[src/rtl/tx_dma_pkg.sv]
package tx_dma_pkg;
    localparam int WORD_W   = 32;
    localparam int LEN_W    = 16;
    localparam int WORD_B   = WORD_W / 8;
    localparam int LANE_W   = $clog2(WORD_B);
    localparam int BIT_SOP  = 31;
    localparam int BIT_EOP  = 30;
    localparam int BIT_OWN  = 29;
    localparam int BIT_EOQ  = 28;
    localparam logic [WORD_W-1:0] TD_MARK = 32'hFFFF_FFFC;

    typedef enum logic [2:0] {
        RG_CTRL  = 3'd0,
        RG_HEAD  = 3'd1,
        RG_COMP  = 3'd2,
        RG_TDOWN = 3'd3,
        RG_STAT  = 3'd4
    } reg_idx_e;

    typedef enum logic [2:0] {
        ST_IDLE,
        ST_FETCH,
        ST_CHECK,
        ST_STREAM,
        ST_WBACK
    } eng_state_e;

    typedef struct packed {
        eng_state_e        state;
        logic [1:0]        widx;
        logic [WORD_W-1:0] cur;
        logic [WORD_W-1:0] nxt;
        logic [WORD_W-1:0] bufp;
        logic [WORD_W-1:0] flags;
        logic [WORD_W-1:0] word;
        logic [LEN_W-1:0]  off;
        logic [LEN_W-1:0]  blen;
        logic [LEN_W-1:0]  cnt;
        logic              have;
    } eng_s;

    typedef struct packed {
        logic              en;
        logic [WORD_W-1:0] head;
        logic [WORD_W-1:0] comp;
        logic [WORD_W-1:0] last;
        logic              done;
        logic              err;
        logic              td;
    } regs_s;
endpackage

[src/rtl/tx_dma_lane.sv]
module tx_dma_lane #(
    parameter int BYTES = 4,
    localparam int SEL_W = $clog2(BYTES)
) (
    input  logic [8*BYTES-1:0] word_i,
    input  logic [SEL_W-1:0]   sel_i,
    output logic [7:0]         byte_o
);
    logic [7:0] lanes [BYTES];

    for (genvar g = 0; g < BYTES; g++) begin : g_lane
        assign lanes[g] = word_i[8*g +: 8];
    end

    assign byte_o = lanes[sel_i];
endmodule

[src/rtl/tx_dma_regs.sv]
module tx_dma_regs
    import tx_dma_pkg::*;
(
    input  logic              clk,
    input  logic              rst_n,
    input  logic              reg_wr,
    input  logic [2:0]        reg_addr,
    input  logic [WORD_W-1:0] reg_wdata,
    output logic [WORD_W-1:0] reg_rdata,
    output logic              irq,
    input  logic              eng_idle,
    input  logic              fin,
    input  logic [WORD_W-1:0] fin_addr,
    input  logic              td_ack,
    input  logic              err_set,
    input  logic              hd_upd,
    input  logic [WORD_W-1:0] hd_val,
    output logic              en,
    output logic [WORD_W-1:0] head,
    output logic              err,
    output logic              td_req
);
    regs_s q, d;

    logic wr_ctrl, wr_head, wr_comp, wr_td, wr_stat;

    always_comb begin
        wr_ctrl = reg_wr && (reg_addr == RG_CTRL);
        wr_head = reg_wr && (reg_addr == RG_HEAD);
        wr_comp = reg_wr && (reg_addr == RG_COMP);
        wr_td   = reg_wr && (reg_addr == RG_TDOWN);
        wr_stat = reg_wr && (reg_addr == RG_STAT);

        d = q;
        if (wr_ctrl) d.en = reg_wdata[0];
        // head is software-writable only while the engine rests
        if (wr_head && eng_idle) d.head = reg_wdata;
        if (hd_upd) d.head = hd_val;

        if (wr_comp) d.comp = reg_wdata;
        if (td_ack) d.comp = TD_MARK;

        // acknowledge first, completion second: a new completion wins
        if (wr_comp && (reg_wdata == q.last)) d.done = 1'b0;
        if (fin) begin
            d.done = 1'b1;
            d.last = fin_addr;
        end

        if (wr_stat && reg_wdata[1]) d.err = 1'b0;
        if (err_set) d.err = 1'b1;

        if (wr_td) d.td = 1'b1;
        else if (td_ack) d.td = 1'b0;
    end

    always_ff @(posedge clk) begin
        if (!rst_n) q <= '0;
        else        q <= d;
    end

    always_comb begin
        case (reg_addr)
            RG_CTRL:  reg_rdata = {{(WORD_W-1){1'b0}}, q.en};
            RG_HEAD:  reg_rdata = q.head;
            RG_COMP:  reg_rdata = q.comp;
            RG_TDOWN: reg_rdata = {{(WORD_W-1){1'b0}}, q.td};
            RG_STAT:  reg_rdata = {{(WORD_W-2){1'b0}}, q.err, q.done};
            default:  reg_rdata = '0;
        endcase
    end

    assign irq    = q.done;
    assign en     = q.en;
    assign head   = q.head;
    assign err    = q.err;
    assign td_req = q.td;

    AST_DONE_AFTER_FIN: assert property (@(posedge clk) disable iff (!rst_n)
        fin |=> q.done);
    AST_ERR_STICKY: assert property (@(posedge clk) disable iff (!rst_n)
        (q.err && !(wr_stat && reg_wdata[1])) |=> q.err);
    AST_HEAD_BUSY_HOLD: assert property (@(posedge clk) disable iff (!rst_n)
        (!eng_idle && !hd_upd) |=> $stable(q.head));
    AST_TD_MARK: assert property (@(posedge clk) disable iff (!rst_n)
        td_ack |=> (q.comp == TD_MARK) && (q.head == '0));
endmodule

[src/rtl/tx_dma_engine.sv]
module tx_dma_engine
    import tx_dma_pkg::*;
#(
    parameter int MIN_LEN = 60
) (
    input  logic              clk,
    input  logic              rst_n,
    input  logic              en,
    input  logic [WORD_W-1:0] head,
    input  logic              err_in,
    input  logic              td_req,
    output logic              idle,
    output logic              mem_req,
    output logic              mem_we,
    output logic [WORD_W-1:0] mem_addr,
    output logic [WORD_W-1:0] mem_wdata,
    input  logic              mem_ack,
    input  logic [WORD_W-1:0] mem_rdata,
    output logic              tx_valid,
    input  logic              tx_ready,
    output logic [7:0]        tx_data,
    output logic              tx_last,
    output logic              fin,
    output logic [WORD_W-1:0] fin_addr,
    output logic              td_ack,
    output logic              err_set,
    output logic              hd_upd,
    output logic [WORD_W-1:0] hd_val
);
    localparam logic [LEN_W-1:0] MIN_L = LEN_W'(MIN_LEN);
    localparam logic [WORD_W-1:0] FLAGS_OFS = WORD_W'(3 * WORD_B);

    eng_s q, d;

    logic [LEN_W-1:0]  pkt_len, total;
    logic              pad, at_last, lane_end;
    logic [WORD_W-1:0] byte_addr;
    logic [7:0]        lane_byte;

    assign pkt_len   = q.flags[LEN_W-1:0];
    assign total     = (pkt_len < MIN_L) ? MIN_L : pkt_len;
    assign pad       = q.cnt >= pkt_len;
    assign at_last   = q.cnt == (total - LEN_W'(1));
    assign byte_addr = q.bufp + WORD_W'(q.off) + WORD_W'(q.cnt);
    assign lane_end  = byte_addr[LANE_W-1:0] == {LANE_W{1'b1}};

    tx_dma_lane #(.BYTES(WORD_B)) u_lane (
        .word_i (q.word),
        .sel_i  (byte_addr[LANE_W-1:0]),
        .byte_o (lane_byte)
    );

    always_comb begin
        d         = q;
        mem_req   = 1'b0;
        mem_we    = 1'b0;
        mem_addr  = '0;
        mem_wdata = '0;
        tx_valid  = 1'b0;
        tx_data   = '0;
        tx_last   = 1'b0;
        fin       = 1'b0;
        fin_addr  = '0;
        td_ack    = 1'b0;
        err_set   = 1'b0;
        hd_upd    = 1'b0;
        hd_val    = '0;

        case (q.state)
            ST_IDLE: begin
                if (td_req) begin
                    td_ack   = 1'b1;
                    fin      = 1'b1;
                    fin_addr = TD_MARK;
                    hd_upd   = 1'b1;
                end else if (en && (head != '0) && !err_in) begin
                    d.state = ST_FETCH;
                    d.cur   = head;
                    d.widx  = '0;
                end
            end
            ST_FETCH: begin
                mem_req  = 1'b1;
                mem_addr = q.cur + WORD_W'({q.widx, {LANE_W{1'b0}}});
                if (mem_ack) begin
                    case (q.widx)
                        2'd0:    d.nxt  = mem_rdata;
                        2'd1:    d.bufp = mem_rdata;
                        2'd2:    {d.off, d.blen} = mem_rdata;
                        default: d.flags = mem_rdata;
                    endcase
                    if (q.widx == 2'd3) d.state = ST_CHECK;
                    else                d.widx  = q.widx + 2'd1;
                end
            end
            ST_CHECK: begin
                if (!q.flags[BIT_OWN]) begin
                    hd_upd  = 1'b1;
                    d.state = ST_IDLE;
                end else if (!q.flags[BIT_SOP] || !q.flags[BIT_EOP] ||
                             (pkt_len == '0) || (q.blen != pkt_len)) begin
                    err_set = 1'b1;
                    d.state = ST_IDLE;
                end else begin
                    d.state = ST_STREAM;
                    d.cnt   = '0;
                    d.have  = 1'b0;
                end
            end
            ST_STREAM: begin
                if (!pad && !q.have) begin
                    mem_req  = 1'b1;
                    mem_addr = {byte_addr[WORD_W-1:LANE_W], {LANE_W{1'b0}}};
                    if (mem_ack) begin
                        d.have = 1'b1;
                        d.word = mem_rdata;
                    end
                end else begin
                    tx_valid = 1'b1;
                    tx_data  = pad ? 8'h00 : lane_byte;
                    tx_last  = at_last;
                    if (tx_ready) begin
                        d.cnt = q.cnt + LEN_W'(1);
                        if (!pad && lane_end) d.have = 1'b0;
                        if (at_last) d.state = ST_WBACK;
                    end
                end
            end
            ST_WBACK: begin
                mem_req   = 1'b1;
                mem_we    = 1'b1;
                mem_addr  = q.cur + FLAGS_OFS;
                mem_wdata = q.flags;
                mem_wdata[BIT_OWN] = 1'b0;
                mem_wdata[BIT_EOQ] = (q.nxt == '0);
                if (mem_ack) begin
                    fin      = 1'b1;
                    fin_addr = q.cur;
                    hd_upd   = 1'b1;
                    hd_val   = q.nxt;
                    d.state  = ST_IDLE;
                end
            end
            default: d.state = ST_IDLE;
        endcase
    end

    always_ff @(posedge clk) begin
        if (!rst_n) q <= '0;
        else        q <= d;
    end

    assign idle = (q.state == ST_IDLE);

    AST_REQ_HOLD: assert property (@(posedge clk) disable iff (!rst_n)
        (mem_req && !mem_ack) |=> mem_req && $stable(mem_addr) &&
                                  $stable(mem_we) && $stable(mem_wdata));
    AST_STREAM_HOLD: assert property (@(posedge clk) disable iff (!rst_n)
        (tx_valid && !tx_ready) |=> tx_valid && $stable(tx_data) && $stable(tx_last));
    AST_PAD_ZERO: assert property (@(posedge clk) disable iff (!rst_n)
        (tx_valid && (q.cnt >= pkt_len)) |-> (tx_data == 8'h00));
    AST_MIN_FRAME: assert property (@(posedge clk) disable iff (!rst_n)
        (tx_valid && tx_last) |-> (q.cnt >= MIN_L - LEN_W'(1)));
    AST_WB_OWN_CLEAR: assert property (@(posedge clk) disable iff (!rst_n)
        (mem_req && mem_we) |-> !mem_wdata[BIT_OWN]);
    AST_NO_RUN_DISABLED: assert property (@(posedge clk) disable iff (!rst_n)
        (idle && !en) |=> !mem_req && !tx_valid);
endmodule

[src/rtl/tx_dma_channel.sv]
module tx_dma_channel
    import tx_dma_pkg::*;
#(
    parameter int MIN_LEN = 60
) (
    input  logic        clk,
    input  logic        rst_n,
    input  logic        reg_wr,
    input  logic [2:0]  reg_addr,
    input  logic [31:0] reg_wdata,
    output logic [31:0] reg_rdata,
    output logic        irq,
    output logic        mem_req,
    output logic        mem_we,
    output logic [31:0] mem_addr,
    output logic [31:0] mem_wdata,
    input  logic        mem_ack,
    input  logic [31:0] mem_rdata,
    output logic        tx_valid,
    input  logic        tx_ready,
    output logic [7:0]  tx_data,
    output logic        tx_last
);
    logic              eng_idle, fin, td_ack, err_set, hd_upd;
    logic [WORD_W-1:0] fin_addr, hd_val, head;
    logic              en, err, td_req;

    tx_dma_regs u_regs (
        .clk       (clk),
        .rst_n     (rst_n),
        .reg_wr    (reg_wr),
        .reg_addr  (reg_addr),
        .reg_wdata (reg_wdata),
        .reg_rdata (reg_rdata),
        .irq       (irq),
        .eng_idle  (eng_idle),
        .fin       (fin),
        .fin_addr  (fin_addr),
        .td_ack    (td_ack),
        .err_set   (err_set),
        .hd_upd    (hd_upd),
        .hd_val    (hd_val),
        .en        (en),
        .head      (head),
        .err       (err),
        .td_req    (td_req)
    );

    tx_dma_engine #(.MIN_LEN(MIN_LEN)) u_eng (
        .clk       (clk),
        .rst_n     (rst_n),
        .en        (en),
        .head      (head),
        .err_in    (err),
        .td_req    (td_req),
        .idle      (eng_idle),
        .mem_req   (mem_req),
        .mem_we    (mem_we),
        .mem_addr  (mem_addr),
        .mem_wdata (mem_wdata),
        .mem_ack   (mem_ack),
        .mem_rdata (mem_rdata),
        .tx_valid  (tx_valid),
        .tx_ready  (tx_ready),
        .tx_data   (tx_data),
        .tx_last   (tx_last),
        .fin       (fin),
        .fin_addr  (fin_addr),
        .td_ack    (td_ack),
        .err_set   (err_set),
        .hd_upd    (hd_upd),
        .hd_val    (hd_val)
    );
endmodule

[config.mk]
export PLATFORM = sky130hd
export DESIGN_NAME = tx_dma_channel
export DESIGN_NICKNAME = d
export VERILOG_FILES = /design/src/rtl/tx_dma_pkg.sv /design/src/rtl/tx_dma_lane.sv /design/src/rtl/tx_dma_regs.sv /design/src/rtl/tx_dma_engine.sv /design/src/rtl/tx_dma_channel.sv
export SDC_FILE = /design/constraint.sdc
export NUM_CORES = 1
export LEC_CHECK = 0
export ABC_AREA = 1
export BUFFER_PORTS_ARGS = -buffer_cell sky130_fd_sc_hd__buf_2
export CORE_MARGIN = 2
export CORE_UTILIZATION = 50
export DETAILED_ROUTE_END_ITERATION = 7
export PLACE_DENSITY = 0.7
export SETUP_SLACK_MARGIN = 0.02
export SYNTH_ARGS = -nofsm -noshare
export SYNTH_HDL_FRONTEND = slang
export SYNTH_SLANG_ARGS = --single-unit
[constraint.sdc]
create_clock -name clk -period 4.8 [get_ports clk]
set_input_delay 0.48 -clock clk [delete_from_list [all_inputs] [get_ports clk]]
set_output_delay 0.48 -clock clk [all_outputs]
set_load 0.05 [all_outputs]
# ---- Word level (Yosys, flattened, before mapping)
# Cells that the tools add are included.
dict set report op_classes {
  add_sub_neg 7
  mul 0
  n_div 0
  n_lt_le_gt_ge 3
  eq_ne 29
  shifts 0
  mux 63
  bitwise_logic 4
  reduce_logical 46
}
# cell count
set op_table {}
lappend op_table {{$mux 32} 10}
lappend op_table {{$pmux 32 s5} 1}
lappend op_table {{$pmux 32 s3} 1}
lappend op_table {{$mux 37} 2}
lappend op_table {{$add 32x16->32} 2}
lappend op_table {{$pmux 32 s2} 1}
lappend op_table {{$mux 17} 3}
lappend op_table {{$mux 8} 5}
lappend op_table {{$pmux 17 s2} 1}
lappend op_table {{$add 32x4->32} 1}
lappend op_table {{$add 32x4->32 const B} 1}
lappend op_table {{$eq 32x32->1} 1}
lappend op_table {{$logic_not 32->1} 1}
lappend op_table {{$mux 16} 2}
lappend op_table {{$reduce_bool 32->1} 1}
lappend op_table {{$mux 1} 22}
lappend op_table {{$mux 3} 6}
lappend op_table {{$reduce_and 3->1} 6}
lappend op_table {{$add 16x1->16 const B} 1}
lappend op_table {{$bmux 8 s2} 1}
lappend op_table {{$eq 16x16->1} 1}
lappend op_table {{$ge 16x16->1} 1}
lappend op_table {{$logic_not 16->1} 1}
lappend op_table {{$lt 16x6->1 const B} 1}
lappend op_table {{other kinds (33)} 79}
dict set report word_totals {
  ff_bits 314
  latchBits 0
  ramBits 0
  romBits 0
  inputBits 72
  out_inout_bits 109
  word_cells 171
  memories 0
}

# ---- Longest topological paths before layout
# Gate-level depths: netlist (run 1).
dict set report depth {
  depth_word 9
  mapped_depth 23
  ltp_nobuf 22
}

# ---- Hierarchy
# Synthesis (run 1) repeated with hierarchy kept, for this count alone.
dict set report hier_totals {
  cells_unflattened 2603
  hier_area_um2 17692.0
}
# module instances cells_each area_each_um2 seq_area_each_um2
set by_module_without_submodules {}
lappend by_module_without_submodules {tx_dma_engine 1 1829 12356.9 4264.1}
lappend by_module_without_submodules {tx_dma_regs 1 680 4939.7 2001.9}
lappend by_module_without_submodules {tx_dma_lane 1 94 395.4 0.0}

# ---- Worst setup path before layout (run 1)
# Ideal clock, no wire load.
dict set report synth_path {
  kind {register to output}
  startpoint {register u_eng.q[211] (netlist name)}
  endpoint {output port mem_addr[20]}
  t_arrival_ns 4.062
  required_time_ns 4.320
  setup_slack_ns 0.258
  stages_incl_launch_ff 19
  n_path_buf 1
  cell_sequence {dfxtp_1 -> nor2_2 -> inv_2 -> nor2_4 -> inv_2 -> clkbuf_1 -> nand2_1 -> ha_1 -> inv_1 -> fa_1 -> nor2_4 -> nand4_4 -> nor3_4 -> nand2_2 -> inv_2 -> nand2_4 -> nor4_1 -> a21oi_1 -> o31ai_1}
}
dict set report synth_between {
  elab_chain_cells 2
  word_cells_on_any_way 4
  cone_classes {eq/ne: 3; mux: 1}
}
# element line_no
set synth_rtl {}
lappend synth_rtl {{start, declared} tx_dma_engine.sv:33} ;# eng_s q, d;
lappend synth_rtl {{start signal, assigned} tx_dma_engine.sv:149} ;# if (!rst_n) q <= '0;
lappend synth_rtl {{start signal, assigned} tx_dma_engine.sv:150} ;# else q <= d;
lappend synth_rtl {{$eq 3x3->1, or another cell as far along} tx_dma_engine.sv:69} ;# case (q.state)
lappend synth_rtl {{$pmux 32 s3 (*)} tx_dma_engine.sv:69}
lappend synth_rtl {{end, declared} tx_dma_channel.sv:15} ;# output logic [31:0] mem_addr,
# Mark *: on every way between the ends. The rest lies on a longest branch, timed or not.

# ---- Worst setup path in the final report (run 1)
dict set report layout_path {
  startpoint {register u_eng.q[211] (netlist name)}
  endpoint {output port mem_addr[24]}
}
# The elaborated chain is that of the path after synthesis.

==> results of run 1 <==
[cell families after synthesis]
kind of cell	synth area share
AND/OR/NAND/NOR	0.228
AO/OA/AOI/OAI	0.222
adder cells (fa/ha/maj)	0.0519
buffers and inverters	0.0919
XOR/XNOR	0.0338
flip-flops	0.372
other	0.000223
[critical path, stage by stage (launching register included)]
cell     delay, ns
dfxtp_1       0.36
nor2_2        0.16
inv_2         0.07
nor2_4        0.14
inv_2         0.05
nand2_1       0.06
ha_1          0.15
inv_1         0.05
fa_1          0.42
nor2_4        0.19
nand4_4       0.12
nor3_4        0.17
nand2_2       0.08
inv_2         0.08
nand2_4       0.06
nor2_4        0.12
nand4_2       0.09
or2_4         0.28
nor2_8        0.12
nand3_2       0.07
nand2_1       0.07
nand3_1       0.09
nand2_1       0.08
buf_2         0.26
[metrics by stage]
step | hold WS (ns) | std cells
finish | 0.245 | 2961
global route | 0.238 | 2961
CTS | 0.232 | 2961
detailed placement | 0.451 | 2901
global placement | 0.439 | 2901
floorplan | 0.430 | 2381
[routing by layer]
| metal | wire [µm] | part of all wire | vias to the layer above |
|---|---|---|---|
| li1 | - | - | 8241 |
| met1 | 24900 | 0.42 | 8166 |
| met2 | 26500 | 0.44 | 872 |
| met3 | 5590 | 0.094 | 143 |
| met4 | 2630 | 0.044 | 2 |
| met5 | 13 | 0.00022 | - |
[power by group]
| part | switching [µW] | internal, µW |
|---|---|---|
| registers | 196 | 2810 |
| logic | 1050 | 387 |
| clock network | 1120 | 1670 |
[area by class of cell]
class	count	area, µm²	area share
clock buffer	50	1040	0.0545
tap	448	561	0.0293
multi-input combinational	1665	9030	0.472
clock inverter	10	140	0.00732
timing repair buffer	200	1060	0.0552
sequential	313	6270	0.327
inverter	275	1030	0.0540
[cell usage in the layout, fill, tap and decap left out, drive strengths merged, types with 41 or more instances in the layout]
cell type  netlist  layout
inv            274     274
nor3            43      43
o21ai          266     266
nand2          366     366
nand3          124     124
ha              41      41
a221oi          53      53
dfxtp          313     313
clkbuf         114      50
a21oi          286     286
nor2           258     258
buf             14     200
[sequential cells by signal, indices dropped and copies added (netlist names)]
register	cells
u_eng.q	197
u_eng.pkt_len	16
u_regs.head	32
u_regs.irq	1
u_regs.td_req	1
u_regs.en	1
u_regs.err	1
u_regs.q	64
[final timing paths]
check,from,to,slack [ns]
setup / recovery,u_eng.q[211]$_SDFFE_PN0P_,mem_addr[24],0.45
hold / removal,reg_wdata[13],u_regs.q[48]$_SDFFE_PN0P_,0.24
setup reg to reg,u_eng.q[211]$_SDFFE_PN0P_,u_regs.head[12]$_SDFFE_PN0P_,0.91
hold reg to reg,u_eng.q[104]$_SDFFE_PN0P_,u_eng.q[104]$_SDFFE_PN0P_,0.46
[cell usage after synthesis (3+ instances only)]
cell / instances
a211oi_1: 13
a21o_1: 4
a21oi_1: 284
a221oi_1: 53
a31oi_1: 6
and3_1: 3
buf_1: 4
buf_2: 4
buf_4: 4
clkbuf_1: 114
dfxtp_1: 313
fa_1: 18
ha_1: 41
inv_1: 263
inv_2: 11
nand2_1: 361
nand2_2: 4
nand3_1: 121
nand3b_1: 3
nand4_1: 37
nor2_1: 241
nor2_2: 7
nor2_4: 9
nor3_1: 41
nor4_1: 23
o21ai_0: 258
o21ai_1: 6
o21bai_1: 3
o22ai_1: 31
o32ai_1: 5
xnor2_1: 27
xor2_1: 38
==> impl_metrics.py, run 1 <==
metrics = {
    "floorplanning": {
        "design.die.area_um2": 35200,
        "initial_core_util": 0.505,
        "ios": 181,
        "die_h_um": 188,
        "num_rows": 67,
        "coreArea_um2": 33400,
        "dieWidth_um": 188,
    },
    "worst_setup_path": {
        "crit_fanout": 5,
        "criticalPathCategory": "reg -> out",
        "required_ns": 4.32,
        "cp-start-kind": "register",
        "worstPathArrival_ns": 3.87,
        "worstSetupEndpointType": "output port",
        "reg2reg_depth": 14,
    },
    "clock_network": {
        "cts_tree": "built",
        "cts_setup_buffers": 0,
        "root_buffer": "clkbuf_16",
        "cts_htree_levels": 2,
        "clkTransAtPathRegs_ns": 0.06,
        "clock_sinks": 313,
        "clockBufferDepth": 3,
        "post_cts_resized": 0,
        "hold_buffers": 0,
        "numCtsBuffers": 35,
        "insertion_delay_ns": 0.53,
    },
    "synthesis": {
        "yosysWarnings": 0,
        "yosysSeqAreaShare": 0.372,
        "yosysUniqueCellTypes": 58,
        "synth_top_area_share": 0.372,
        "synth_flop_cell": "dfxtp_1",
        "synth_nets": 2512,
        "async_flop_share": 0,
        "syn_area_um2": 16800,
        "yosysTopAreaCell": "dfxtp_1",
        "ys_ff_latch": 313,
        "synth.avg_cell_area_um2": 7.07,
        "synth_area_leaders": "dfxtp_1 37%, a21oi_1 8.4%, nand2_1 8.0%",
        "synth_edf_count": 0,
        "syn_inst": 2381,
    },
    "timing": {
        "timing.final.crit_period_ns": 4.35,
        "maxSlewViolCount": 0,
        "fin_skew_ns": 0.0243,
        "fmax_ghz": 0.230,
        "worst_slack_ns": 0.447,
        "hold_viol_final": 0,
        "period_share": 0.907,
        "rsz0062_at_grt": "no",
        "tightest_slew_ns": 1.14,
        "setup_viol": 0,
        "fin_setup_tns_ns": 0,
        "relSlewSlack": 0.239,
    },
    "drt": {
        "drt-total-wl_um": 59700,
        "drtIter0Drc": 1597,
        "routed_via_density": 5.88,
        "dr.pass1.iters": 8,
        "postRouteAntennaNets": 0,
        "via_count": 17400,
        "detail_route.wl_per_cell_um": 20.2,
        "drc": 0,
    },
    "layout": {
        "insertedDiodeCount": 0,
        "nNetsFinal": 2621,
        "layout-drive-gt1-share": 0.122,
        "fin_area_um2": 19100,
        "areaGrowthSynthToFinish_pct": 13.6,
        "fill_cells": 3246,
        "final_util": 0.574,
    },
    "pwr": {
        "power_uw": 7240,
        "cellPowerDensity_nw_per_um2": 378,
        "p_leak_uw": 0.00794,
        "ir_worst_vdd_mv": 0.294,
    },
    "global_route": {
        "grt-busiest-layer": "met2",
        "track_usage": 0.328,
        "gr-usage-met3": 0.0599,
        "grt_use_met2": 0.520,
        "grt_pass1_wl_um": 91000,
        "overflow": 0,
        "grtUsageMet1": 0.440,
        "grt_pass1_vias": 16200,
        "grt_start_max_net_pins": 121,
        "antenna_found_initial": 3,
    },
    "placement": {
        "place.port_buffers": 179,
        "placed_cell_area_um2": 18000,
        "place_ws_ns": 0.996,
        "place_hpwl_um": 42100,
        "place.gp.congestion": 0.956,
    },
    "job": {
        "cap_violations": 0,
    },
    "min_path": {
        "hold_depth": 3,
        "hp-class": "in -> reg",
    },
    "outcome": {
        "status": "complete, no violations",
    },
}
Note: power is estimated with default switching activity, not from simulation.
==> run 2: changes to the inputs <==
--- a/config.mk
+++ b/config.mk
@@ -6,12 +6,12 @@
 export NUM_CORES = 1
 export LEC_CHECK = 0
 export ABC_AREA = 1
-export BUFFER_PORTS_ARGS = -buffer_cell sky130_fd_sc_hd__buf_2
 export CORE_MARGIN = 2
 export CORE_UTILIZATION = 50
 export DETAILED_ROUTE_END_ITERATION = 7
-export PLACE_DENSITY = 0.7
+export DONT_BUFFER_PORTS = 1
 export SETUP_SLACK_MARGIN = 0.02
+export SLEW_MARGIN = 20
 export SYNTH_ARGS = -nofsm -noshare
 export SYNTH_HDL_FRONTEND = slang
 export SYNTH_SLANG_ARGS = --single-unit
==> impl_metrics.py, run 2 (same netlist as run 1, synthesis figures left out) <==
metrics = {
    "timing": {
        "timing.final.crit_period_ns": 4.30,
        "hold_viol_final": 0,
        "maxSlewViolCount": 0,
        "relSlewSlack": 0.297,
        "fmax_ghz": 0.232,
        "period_share": 0.896,
        "tightest_slew_ns": 1.05,
        "fin_skew_ns": 0.0170,
        "setup_viol": 0,
        "rsz0062_at_grt": "no",
        "worst_slack_ns": 0.498,
        "fin_setup_tns_ns": 0,
    },
    "floorplanning": {
        "design.die.area_um2": 35200,
        "ios": 181,
        "coreArea_um2": 33400,
        "num_rows": 67,
        "initial_core_util": 0.505,
        "dieWidth_um": 188,
        "die_h_um": 188,
    },
    "global_route": {
        "grt_pass1_vias": 15600,
        "antenna_found_initial": 5,
        "track_usage": 0.342,
        "overflow": 0,
        "grt_start_max_net_pins": 179,
        "grt_pass1_wl_um": 93300,
    },
    "layout": {
        "fin_area_um2": 18900,
        "areaGrowthSynthToFinish_pct": 12.3,
        "final_cell_mix": "361 x nand2_1, 313 x dfxtp_1, 283 x a21oi_1, 262 x inv_1, 240 x o21ai_0",
        "largest_reg_flops": 197,
        "final_common_cell": "nand2_1",
        "nNetsFinal": 2505,
        "layout-drive-gt1-share": 0.0859,
        "regMostFlops": "u_eng.q",
    },
    "clock_network": {
        "numCtsBuffers": 37,
        "post_cts_resized": 0,
        "root_buffer": "clkbuf_16",
        "clock_sinks": 313,
        "clkTransAtPathRegs_ns": 0.06,
        "cts_tree": "built",
        "cts_setup_buffers": 0,
        "hold_buffers": 0,
        "cts_htree_levels": 2,
        "clockBufferDepth": 3,
        "insertion_delay_ns": 0.52,
    },
    "min_path": {
        "holdPathEnd": "u_regs.q[35]$_SDFFE_PP0P_",
        "hold_depth": 2,
        "min_from": "reg_wdata[0]",
        "hp-class": "in -> reg",
    },
    "drt": {
        "dr.pass1.iters": 5,
        "postRouteAntennaNets": 0,
        "detail_route.wl_per_cell_um": 21.6,
        "drc": 0,
        "routed_via_density": 5.83,
        "via_count": 16600,
        "drtIter0Drc": 1407,
        "drt-total-wl_um": 61500,
    },
    "worst_setup_path": {
        "crit_fanout": 5,
        "reg2reg_depth": 14,
        "rrSetupSlack_ns": 1.04,
        "worstSetupEndpointType": "output port",
        "timing.rr.start": "u_eng.q[211]$_SDFFE_PN0P_",
        "cp-start-kind": "register",
        "worstPathArrival_ns": 3.82,
        "criticalPathCategory": "reg -> out",
        "startpoint": "u_eng.q[211]$_SDFFE_PN0P_",
        "required_ns": 4.32,
        "worstReg2RegEnd": "u_regs.head[17]$_SDFFE_PN0P_",
    },
    "pwr": {
        "ir_worst_vdd_mv": 0.303,
        "p_leak_uw": 0.00741,
        "cellPowerDensity_nw_per_um2": 376,
        "power_uw": 7100,
    },
    "placement": {
        "place.gp.congestion": 0.977,
        "placed_cell_area_um2": 17700,
        "place_hpwl_um": 44100,
        "place_ws_ns": 1.04,
        "place.port_buffers": 0,
    },
    "job": {
        "cap_violations": 0,
    },
    "outcome": {
        "status": "complete, no violations",
    },
}
run 2: cell count changes in the layout (fill, tap and decap cells not counted), sizes merged:
cell / change
diode: +7
inv: +1
clkinvlp: +1
buf: -118
bufinv: -1
clkbuf: +2
clkinv: +1
run 2: area by class of cell:
cell class                 instances  area (µm²)
antenna                            7        17.5
multi-input combinational       1665        9130
clock inverter                    12         120
sequential                       313        6270
fill                            3319       14500
clock buffer                      52        1060
inverter                         275        1030
timing repair buffer              82         716
tap                              448         561
run 2: where the power goes:
| group | switching [µW] | internal (µW) | leakage, µW |
|---|---|---|---|
| clock | 1130 | 1650 | 0.000587 |
| sequential | 211 | 2810 | 0.00253 |
| combinational | 931 | 377 | 0.00429 |
run 2: how the worst max path moves through the flow:
stage / to / depth (start not counted) / slack [ns]
floorplan: mem_addr[20] / 18 / 0.26
global placement: mem_addr[24] / 23 / 1.10
detailed placement: mem_addr[24] / 23 / 1.04
CTS: mem_addr[24] / 23 / 0.48
global route: mem_addr[31] / 14 / 0.15
finish: mem_addr[24] / 23 / 0.50
run 2: metal layers:
layer,vias to the layer above,GRT usage,part of all wire
li1,8011,-,-
met1,7847,0.437,0.40
met2,650,0.578,0.48
met3,122,0.0569,0.081
met4,2,0.135,0.036
met5,-,0,0.00018
run 2: worst max-delay path, cell delays in order, from the launching register on:
cell,delay (ns)
dfxtp_1,0.34
nor2_2,0.15
inv_2,0.07
nor2_4,0.14
inv_2,0.05
nand2_1,0.06
ha_1,0.16
inv_1,0.05
fa_1,0.43
nor2_4,0.19
nand4_4,0.12
nor3_4,0.19
nand2_2,0.08
inv_2,0.08
nand2_4,0.06
nor2_4,0.11
nand4_2,0.10
or2_4,0.28
nor2_8,0.11
nand3_2,0.07
nand2_1,0.07
nand3_1,0.08
nand2_1,0.17
buf_12,0.15
run 2: through the flow:
stage / cells / hold slack (ns) / util
floorplan: 2381 / 0.430 / -
global placement: 2782 / 0.437 / 0.530
detailed placement: 2782 / 0.443 / 0.530
CTS: 2846 / 0.0845 / 0.566
global route: 2848 / 0.0982 / 0.566
finish: 2854 / 0.0947 / 0.567
==> run 3: changes to the inputs <==
--- a/config.mk
+++ b/config.mk
@@ -7,9 +7,10 @@
 export LEC_CHECK = 0
 export ABC_AREA = 1
 export CORE_MARGIN = 2
-export CORE_UTILIZATION = 50
+export CORE_UTILIZATION = 65
 export DETAILED_ROUTE_END_ITERATION = 7
 export DONT_BUFFER_PORTS = 1
+export PLACE_DENSITY = 0.81
 export SETUP_SLACK_MARGIN = 0.02
 export SLEW_MARGIN = 20
 export SYNTH_ARGS = -nofsm -noshare
==> impl_metrics.py, run 3 (same netlist as run 1, synthesis figures left out) <==
metrics = {
    "clock_network": {
        "clock_sinks": 313,
        "hold_buffers": 0,
        "cts_htree_levels": 2,
        "post_cts_resized": 0,
        "cts_tree": "built",
        "clockBufferDepth": 3,
        "root_buffer": "clkbuf_16",
        "numCtsBuffers": 34,
        "insertion_delay_ns": 0.52,
        "cts_setup_buffers": 0,
        "clkTransAtPathRegs_ns": 0.07,
    },
    "floorplanning": {
        "ios": 181,
        "initial_core_util": 0.665,
        "coreArea_um2": 25300,
        "num_rows": 58,
        "dieWidth_um": 165,
        "design.die.area_um2": 27200,
        "die_h_um": 165,
    },
    "layout": {
        "multi_input_area_um2": 9130,
        "final_common_cell": "nand2_1",
        "final_util": 0.731,
        "final-seq-area_um2": 6270,
        "areaGrowthSynthToFinish_pct": 10.0,
        "nNetsFinal": 2487,
        "layout-drive-gt1-share": 0.0786,
        "fill_cells": 2098,
        "largest_reg_flops": 197,
        "final_cell_mix": "361 x nand2_1, 313 x dfxtp_1, 283 x a21oi_1, 262 x inv_1, 240 x o21ai_0",
        "regMostFlops": "u_eng.q",
    },
    "timing": {
        "hold_viol_final": 0,
        "relSlewSlack": 0.236,
        "tightest_slew_ns": 1.15,
        "maxSlewViolCount": 0,
        "rsz0062_at_grt": "no",
        "fin_setup_tns_ns": 0,
        "fmax_ghz": 0.222,
        "setup_viol": 0,
        "fin_skew_ns": 0.0151,
        "hold_ws_ns": 0.0971,
        "period_share": 0.938,
        "timing.final.crit_period_ns": 4.50,
    },
    "job": {
        "cap_violations": 0,
    },
    "worst_setup_path": {
        "worstPathArrival_ns": 4.02,
        "worstSetupEndpointType": "output port",
        "criticalPathCategory": "reg -> out",
        "timing.rr.start": "u_eng.q[211]$_SDFFE_PN0P_",
        "crit_path_cell_trace": "nor2_2, inv_2, nor2_4, buf_4, inv_2, nand2_1, ha_1, inv_1, fa_1, nor2_4, nand4_4, nor3_4, nand2_2, inv_2, nand2_4, nor2_4, nand4_2, or2_4, nor2_8, nand3_2, nand2_1, nand3_1, nand2_1, buf_12",
        "cp-start-kind": "register",
        "slowest_stage": "fa_1",
        "required_ns": 4.32,
        "crit_fanout": 5,
        "slowest_delay_ns": 0.43,
        "startpoint": "u_eng.q[211]$_SDFFE_PN0P_",
    },
    "drt": {
        "drtIter0Drc": 2305,
        "routed_via_density": 6.38,
        "postRouteAntennaNets": 0,
        "via_count": 17300,
        "detail_route.wl_per_cell_um": 21.4,
        "drc": 0,
        "dr.pass1.iters": 8,
        "drt-total-wl_um": 58100,
    },
    "global_route": {
        "antenna_found_initial": 3,
        "overflow": 0,
        "track_usage": 0.418,
        "grt_start_max_net_pins": 179,
        "grt_pass1_vias": 15800,
        "grt_pass1_wl_um": 87700,
    },
    "pwr": {
        "comb_power_share": 0.187,
        "swShare": 0.320,
        "ir_worst_vdd_mv": 0.337,
        "clock_power_share": 0.379,
        "p_leak_uw": 0.00727,
        "power.switching_uw": 2220,
        "cellPowerDensity_nw_per_um2": 374,
        "p_int_uw": 4710,
        "seq_power_share": 0.433,
    },
    "min_path": {
        "hp-class": "in -> reg",
        "min_from": "mem_rdata[8]",
    },
    "placement": {
        "place_hpwl_um": 42400,
        "place.gp.congestion": 0.996,
        "place.port_buffers": 0,
    },
    "outcome": {
        "status": "complete, no violations",
    },
}
## run 3: changes by cell type in the layout (fill, tap and decap cells not counted), sizes merged
cell | previous run | this run
buf | 82 | 67
inv | 275 | 273
diode | 7 | 5
clkbuf | 52 | 48
clkinvlp | 1 | 2
## run 3: layout make-up
type / instances / share of cell area
Antenna cell: 5 / 0.000675
Timing Repair Buffer: 67 / 0.0299
Tap cell: 330 / 0.0223
Inverter: 275 / 0.0558
Sequential cell: 313 / 0.338
Clock buffer: 48 / 0.0532
Multi-Input combinational cell: 1665 / 0.493
Clock inverter: 11 / 0.00716
## run 3: power groups by stage
stage,sequential [µW],clock (µW),combinational [µW]
floorplan,2980,0,945
global placement,3040,0,1220
detailed placement,3050,0,1250
CTS,2990,2630,1260
global route,3020,2740,1410
finish,3000,2630,1300
## run 3: worst paths after layout
kind                                                      to  slack [ns]  cells past startpoint
worst max-delay path                            mem_addr[24]        0.30                     24
worst min-delay path                u_eng.q[57]$_SDFFE_PN0P_         0.1                      2
worst max register to register  u_regs.head[18]$_SDFFE_PN0P_        0.81                     15
worst min register to register      u_eng.q[97]$_SDFFE_PN0P_        0.46                      2
## run 3: metrics by stage
step           setup WS [ns]  cells  power (µW)  instance area [µm²]
2_1_floorplan          0.258   2381        3920                16800
3_3_place_gp           0.961   2650        4260                17400
3_5_place_dp           0.891   2650        4290                17400
4_1_cts                0.334   2709        6880                18500
5_1_grt               0.0408   2709        7160                18500
6_report               0.300   2714        6930                18500
## run 3: critical path, delay by kind of cell, from the launching register on
family	cells	cell delay [ns]
AND/OR/NAND/NOR	16	1.88
buffers and inverters	6	0.68
adder cells (fa/ha/maj)	2	0.59
flip-flops	1	0.36
## run 3: metal layers
metal / vias to the layer above / track usage / wire length (µm)
li1: 7982 / - / -
met1: 8119 / 0.569 / 23300
met2: 1036 / 0.630 / 25300
met3: 163 / 0.113 / 7210
met4: 4 / 0.171 / 2240
met5: - / 0 / 27
